**src/rtl/slot_arb_pkg.sv**
```systemverilog
// Package: shared constants for the interleaved memory slot arbiter.
// Assumes a 4-cycle frame made of two 2-cycle slots.
package slot_arb_pkg;
    localparam int FRAME_W = 2;               // bits of the cycle-in-frame counter
    localparam int MODE_W  = 2;               // width of the display mode value

    typedef enum logic [MODE_W-1:0] {
        RES_LOW  = 2'b00,
        RES_MED  = 2'b01,
        RES_HIGH = 2'b10
    } res_e;

    localparam logic [FRAME_W-1:0] LP_CPU0 = 2'd0;  // CPU slot, first cycle
    localparam logic [FRAME_W-1:0] LP_CPU1 = 2'd1;  // CPU slot, second cycle
    localparam logic [FRAME_W-1:0] LP_VID0 = 2'd2;  // video slot, first cycle
    localparam logic [FRAME_W-1:0] LP_VID1 = 2'd3;  // video slot, second cycle
endpackage

```
**src/rtl/slot_timer.sv**
```systemverilog
// Module: slot_timer
// Counts CPU cycles from reset and turns the count into a frame position
// (lphase) shifted by the phase strap. The strap gives an offset of 0 or 2
// cycles and is captured only while reset is held.
module slot_timer
    import slot_arb_pkg::*;
(
    input  logic               clk,
    input  logic               rst_n,
    input  logic               phase_sel,
    output logic [FRAME_W-1:0] lphase,
    output logic               even_cyc
);
    logic [FRAME_W-1:0] cnt_q;
    logic [FRAME_W-1:0] off_q;

    // Free-running cycle counter, 0 in the first cycle after reset.
    always_ff @(posedge clk) begin
        if (!rst_n) cnt_q <= '0;
        else        cnt_q <= cnt_q + 1'b1;
    end

    // Capture the phase offset while reset is held, then keep it.
    always_ff @(posedge clk) begin
        if (!rst_n) off_q <= phase_sel ? FRAME_W'(2) : FRAME_W'(0);
    end

    // Frame position relative to the selected slot phase.
    always_comb begin
        lphase   = cnt_q - off_q;
        even_cyc = ~cnt_q[0];
    end

    // the offset never moves once reset is released.
    p_offset_held_r2: assert property (@(posedge clk) disable iff (!rst_n)
        $stable(off_q));
    // the frame position advances by exactly one every cycle.
    p_frame_steps_r2: assert property (@(posedge clk) disable iff (!rst_n)
        $past(rst_n) |-> (lphase == FRAME_W'($past(lphase) + 1'b1)));
endmodule

```
**src/rtl/cpu_grant.sv**
```systemverilog
// Module: cpu_grant
// Samples the CPU request in the cycle before a CPU slot. If the request
// is high, it grants the bus for the whole 2-cycle slot.
// Assumes the requester holds cpu_req until it sees cpu_gnt.
module cpu_grant
    import slot_arb_pkg::*;
(
    input  logic               clk,
    input  logic               rst_n,
    input  logic [FRAME_W-1:0] lphase,
    input  logic               cpu_req,
    output logic               cpu_gnt
);
    logic gnt_q;

    // Open the grant at the CPU slot start, close it when the slot ends.
    always_ff @(posedge clk) begin
        if (!rst_n)                 gnt_q <= 1'b0;
        else if (lphase == LP_VID1) gnt_q <= cpu_req;
        else if (lphase == LP_CPU1) gnt_q <= 1'b0;
    end

    assign cpu_gnt = gnt_q;

    // a grant lives only inside the CPU slot.
    p_gnt_in_slot_r3: assert property (@(posedge clk) disable iff (!rst_n)
        cpu_gnt |-> (lphase == LP_CPU0 || lphase == LP_CPU1));
    // a grant covers both cycles of its slot.
    p_gnt_full_slot_r3: assert property (@(posedge clk) disable iff (!rst_n)
        (cpu_gnt && lphase == LP_CPU0) |=> cpu_gnt);
    // a grant starts only on a request sampled in the cycle before.
    p_gnt_needs_req_r4: assert property (@(posedge clk) disable iff (!rst_n)
        $rose(cpu_gnt) |-> $past(cpu_req));
endmodule

```
**src/rtl/video_fetch.sv**
```systemverilog
// Module: video_fetch
// Issues one fetch strobe at the start of each video slot when Display
// Enable was high in the cycle before. Otherwise the slot stays idle.
module video_fetch
    import slot_arb_pkg::*;
(
    input  logic               clk,
    input  logic               rst_n,
    input  logic [FRAME_W-1:0] lphase,
    input  logic               de,
    output logic               vid_fetch
);
    logic fetch_q;

    // One-cycle strobe at the start of the video slot, gated by DE.
    always_ff @(posedge clk) begin
        if (!rst_n) fetch_q <= 1'b0;
        else        fetch_q <= (lphase == LP_CPU1) && de;
    end

    assign vid_fetch = fetch_q;

    // a strobe needs DE from the cycle before and the video slot start.
    p_fetch_needs_de_r5: assert property (@(posedge clk) disable iff (!rst_n)
        vid_fetch |-> ($past(de) && lphase == LP_VID0));
    // the strobe lasts exactly one cycle.
    p_fetch_single_r5: assert property (@(posedge clk) disable iff (!rst_n)
        vid_fetch |=> !vid_fetch);
endmodule

```
**src/rtl/mode_copies.sv**
```systemverilog
// Module: mode_copies
// Holds the two copies of the display mode. The fast copy takes a write on
// any even cycle. The slow copy changes only at the CPU slot start: it
// takes a write made in that cycle, or else a write held from the video
// slot before. reg_commit marks the cycle where the slow copy changes.
module mode_copies
    import slot_arb_pkg::*;
(
    input  logic               clk,
    input  logic               rst_n,
    input  logic [FRAME_W-1:0] lphase,
    input  logic               even_cyc,
    input  logic               mode_wr,
    input  logic [MODE_W-1:0]  mode_data,
    output logic [MODE_W-1:0]  mode_fast,
    output logic [MODE_W-1:0]  mode_slow,
    output logic               reg_commit
);
    logic [MODE_W-1:0] fast_q, slow_q, hold_d;
    logic              hold_v, commit_q;
    logic              wr_ok;

    // Writes count only on even cycles.
    assign wr_ok = mode_wr && even_cyc;

    // Fast copy: follows every accepted write.
    always_ff @(posedge clk) begin
        if (!rst_n)     fast_q <= RES_LOW;
        else if (wr_ok) fast_q <= mode_data;
    end

    // Slow copy: commits at the CPU slot start; video-slot writes wait.
    always_ff @(posedge clk) begin
        if (!rst_n) begin
            slow_q   <= RES_LOW;
            hold_d   <= RES_LOW;
            hold_v   <= 1'b0;
            commit_q <= 1'b0;
        end else begin
            commit_q <= 1'b0;
            if (lphase == LP_CPU0) begin
                hold_v <= 1'b0;
                if (wr_ok) begin
                    slow_q   <= mode_data;
                    commit_q <= 1'b1;
                end else if (hold_v) begin
                    slow_q   <= hold_d;
                    commit_q <= 1'b1;
                end
            end else if (lphase == LP_VID0 && wr_ok) begin
                hold_d <= mode_data;
                hold_v <= 1'b1;
            end
        end
    end

    assign mode_fast  = fast_q;
    assign mode_slow  = slow_q;
    assign reg_commit = commit_q;

    // the fast copy changes only after a write on an even cycle.
    p_fast_even_r7: assert property (@(posedge clk) disable iff (!rst_n)
        !$stable(mode_fast) |-> ($past(even_cyc) && $past(mode_wr)));
    // the slow copy never changes without the commit strobe.
    p_slow_with_commit_r9: assert property (@(posedge clk) disable iff (!rst_n)
        !$stable(mode_slow) |-> reg_commit);
    // the commit strobe sits in the second cycle of a CPU slot.
    p_commit_in_slot_r9: assert property (@(posedge clk) disable iff (!rst_n)
        reg_commit |-> (lphase == LP_CPU1));
    // the copies agree in the second cycle of every CPU slot.
    p_copies_match_r8: assert property (@(posedge clk) disable iff (!rst_n)
        (lphase == LP_CPU1) |-> (mode_fast == mode_slow));
endmodule

```
**src/rtl/membus_slot_arbiter.sv**
```systemverilog
// Module: membus_slot_arbiter (top)
// Splits a shared memory bus into alternating 2-cycle CPU and video slots
// and keeps the fast and slow copies of the display mode.
// Assumes a single clock and a synchronous active-low reset.
module membus_slot_arbiter
    import slot_arb_pkg::*;
(
    input  logic              clk,
    input  logic              rst_n,
    input  logic              phase_sel,
    input  logic              cpu_req,
    input  logic              de,
    input  logic              mode_wr,
    input  logic [MODE_W-1:0] mode_data,
    output logic              cpu_gnt,
    output logic              vid_fetch,
    output logic              reg_commit,
    output logic [MODE_W-1:0] mode_fast,
    output logic [MODE_W-1:0] mode_slow
);
    logic [FRAME_W-1:0] lphase;
    logic               even_cyc;

    slot_timer i_timer (
        .clk(clk), .rst_n(rst_n), .phase_sel(phase_sel),
        .lphase(lphase), .even_cyc(even_cyc)
    );

    cpu_grant i_grant (
        .clk(clk), .rst_n(rst_n), .lphase(lphase),
        .cpu_req(cpu_req), .cpu_gnt(cpu_gnt)
    );

    video_fetch i_fetch (
        .clk(clk), .rst_n(rst_n), .lphase(lphase),
        .de(de), .vid_fetch(vid_fetch)
    );

    mode_copies i_mode (
        .clk(clk), .rst_n(rst_n), .lphase(lphase), .even_cyc(even_cyc),
        .mode_wr(mode_wr), .mode_data(mode_data),
        .mode_fast(mode_fast), .mode_slow(mode_slow), .reg_commit(reg_commit)
    );

    // the CPU and the video fetch never own the bus in the same cycle.
    p_no_overlap_r3: assert property (@(posedge clk) disable iff (!rst_n)
        !(cpu_gnt && vid_fetch));
endmodule

```
**config.mk**
```make
export PLATFORM = sky130hd
export DESIGN_NAME = membus_slot_arbiter
export DESIGN_NICKNAME = d
export VERILOG_FILES = /design/src/rtl/slot_arb_pkg.sv /design/src/rtl/slot_timer.sv /design/src/rtl/cpu_grant.sv /design/src/rtl/video_fetch.sv /design/src/rtl/mode_copies.sv /design/src/rtl/membus_slot_arbiter.sv
export SDC_FILE = /design/constraint.sdc
export NUM_CORES = 1
export LEC_CHECK = 0
export CAP_MARGIN = 20
export CORE_AREA = 10 10 47 49
export CTS_CLUSTER_DIAMETER = 60
export CTS_CLUSTER_SIZE = 12
export DETAILED_ROUTE_END_ITERATION = 8
export DIE_AREA = 0 0 57 59
export GPL_ROUTABILITY_DRIVEN = 1
export PLACE_DENSITY = 0.66
export SLEW_MARGIN = 20
export SYNTH_ARGS = -nofsm -noshare
export SYNTH_HDL_FRONTEND = slang
export SYNTH_SLANG_ARGS = --single-unit
```
**constraint.sdc**
```tcl
create_clock -name clk -period 2.75 [get_ports clk]
set_input_delay 0.6875 -clock clk [delete_from_list [all_inputs] [get_ports clk]]
set_output_delay 0.6875 -clock clk [all_outputs]
set_load 0.02 [all_outputs]
```
==> reports/metrics.yaml <==
floorplanning:
  die-area_um2: 3360
  core_um2: 1400
  die_h_um: 59
  die_width_um: 57
  ios: 15
  num_rows: 14
  initial_core_util: 0.356
hold_path:
  holdPathStages: 2
  hold_class: "reg -> reg"
clock_tree:
  cts_tree: "built"
  cts_setup_buffers: 0
  clkSinkCount: 13
  clock-root-buffer: "clkbuf_4"
  h-tree-depth: 1
  insertion_delay_ns: 0.27
  cts_resized: 0
  clk_pin_slew_ns: 0.08
  cts_hold_buffers: 0
  clockBufferDepth: 2
  cts_inserted_buffers: 3
critical_path:
  worstPathArrival_ns: 1.22
  cp_top_family: "buffers and inverters"
  cp-start-kind: "flip-flop"
  slowest_delay_ns: 0.61
  crit_fanout: 2
  cp-end-kind: "primary output"
  r2r_cells: 3
  path_cells: "clkdlybuf4s50_1"
  cpMaxStageDelayCell: "clkdlybuf4s50_1"
  path_buf_inv: 1
  cp.required_ns: 2.06
  crit_cells: 1
  crit_type: "reg -> out"
global_routing:
  gr-usage-met3: 0.0343
  overflow: 0
  antenna_found_initial: 0
  grt_pass1_wl_um: 1750
  grt_usage: 0.0661
  met2_usage: 0.0946
  top_usage_layer: "met2"
  grt_max_degree: 11
  met1_usage: 0.0689
  first_global_vias: 411
synth:
  synth_area_per_cell_um2: 10.2
  synth_top_area_cell: "dfxtp_1"
  synth_top_area_share: 0.481
  ys_ff_latch: 13
  synthCells: 49
  synthTopCellsByArea: "dfxtp_1, mux2i_1, edfxtp_1"
  netlist_area_um2: 499
  syn-num-nets: 57
  ys_warn_count: 0
  seq_area_frac_synth: 0.541
  synth.distinct_cells: 21
timing:
  fmax_ghz: 0.526
  hold_viol_final: 0
  rsz0062_at_grt: "false"
  setup_viol: 0
  tightest_slew_ns: 0.367
  finalCritPeriodShare: 0.692
  slew_violations: 0
  relSlewSlack: 0.755
  period_needed_ns: 1.90
  finClkSkew_ns: 0.000889
  fin_hold_ws_ns: 0.454
  fin_setup_tns_ns: 0
place:
  gp_congestion: 0.795
  port_buffers: 14
layout:
  drive_above_1_share: 0.121
  area_delta_synth_final_pct: 36.3
  diodes: 0
  fill_cells: 147
  nets: 75
  fin_util: 0.486
run_status:
  outcome: "finished clean"
job:
  maxCapViolCount: 0
power_and_ir_drop:
  ir_worst_vdd_uv: 225
  leakagePower_nw: 0.262
  p_total_mw: 0.411
  power.density_nw_per_um2: 604
drt:
  antenna_left: 0
  viasPerCell: 4.77
  drc_errors: 0
  wire_per_inst_um: 12.1
  vias: 391
  routed_wl_um: 995
  drtPass1Iterations: 2
  drtIter0Drc: 1
logic make-up (layout without fill, tap and decap cells):
group                  after synthesis  in the layout  share of synthesized area
AO/OA/AOI/OAI                       11             11                      0.125
XOR/XNOR                             3              3                     0.0677
buffers and inverters                3             20                     0.0250
flip-flops                          13             13                      0.541
multiplexers                         4              4                     0.0802
AND/OR/NAND/NOR                     15             15                      0.160
worst paths after layout:
check                                         start                  end  slack, ns
worst max-delay path            i_mode.mode_fast[0]         mode_fast[0]       0.85
worst max register to register     i_timer.off_q[1]  i_mode.mode_slow[0]       1.54
worst min-delay path                i_grant.cpu_gnt      i_grant.cpu_gnt       0.45
worst min register to register      i_grant.cpu_gnt      i_grant.cpu_gnt       0.45
final cells by class:
type,count,area [um2],share of cell area
sequential,13,270,0.397
multi-input combinational,33,216,0.318
timing repair buffer,14,140,0.206
clock buffer,4,26.3,0.0386
tap,16,20.0,0.0294
inverter,2,7.51,0.0110
report_power, final:
group	leakage [nW]	internal [mW]	switching, mW
combinational	0.138	0.0417	0.0390
clock	0.0150	0.0561	0.0596
sequential	0.108	0.205	0.00970
total	0.262	0.303	0.108
Yosys cell counts:
master / count
dfxtp_1: 12
nor2_1: 5
a21oi_1: 4
mux2i_1: 4
nand3_1: 4
o21ai_0: 3
a211oi_1: 2
a31oi_1: 2
and3_2: 1
and3_4: 1
clkbuf_2: 1
edfxtp_1: 1
inv_1: 1
inv_2: 1
nand2_1: 1
nand2b_1: 1
nor2b_1: 1
or2_2: 1
xnor2_1: 1
xnor2_2: 1
xor2_1: 1
stage by stage:
step,setup slack [ns],cell area [um2],instances
3_5_place_dp,0.831,654,78
5_1_grt,0.776,681,82
6_report,0.847,681,82
4_1_cts,0.826,681,82
2_1_floorplan,1.35,499,49
3_3_place_gp,0.821,654,78
routing by layer:
layer,vias up,share of wire
li1,205,-
met4,0,0.010
met5,-,0
met1,175,0.44
met3,2,0.091
met2,9,0.46
cells in the final DEF (no fill, tap or decap):
cell	synthesis	routed
a211oi_1	2	2
a21oi_1	4	4
a31oi_1	2	2
and3_2	1	1
and3_4	1	1
clkbuf_1	0	1
clkbuf_4	0	3
clkdlybuf4s50_1	0	14
dfxtp_1	12	12
edfxtp_1	1	1
inv_1	1	1
inv_2	1	1
mux2i_1	4	4
nand2_1	1	1
nand2b_1	1	1
nand3_1	4	4
nor2_1	5	5
nor2b_1	1	1
o21ai_0	3	3
or2_2	1	1
xnor2_1	1	1
xnor2_2	1	1
xor2_1	1	1
sequential cells by signal (all words and copies together) (netlist names):
name               count
i_timer.cnt_q          2
i_timer.off_q          1
i_grant.cpu_gnt        1
i_mode.mode_slow       2
i_mode.mode_fast       2
i_fetch.vid_fetch      1
i_mode.hold_v          1
i_mode.reg_commit      1
i_mode.hold_d          2
(Power assumes the default switching activity.)
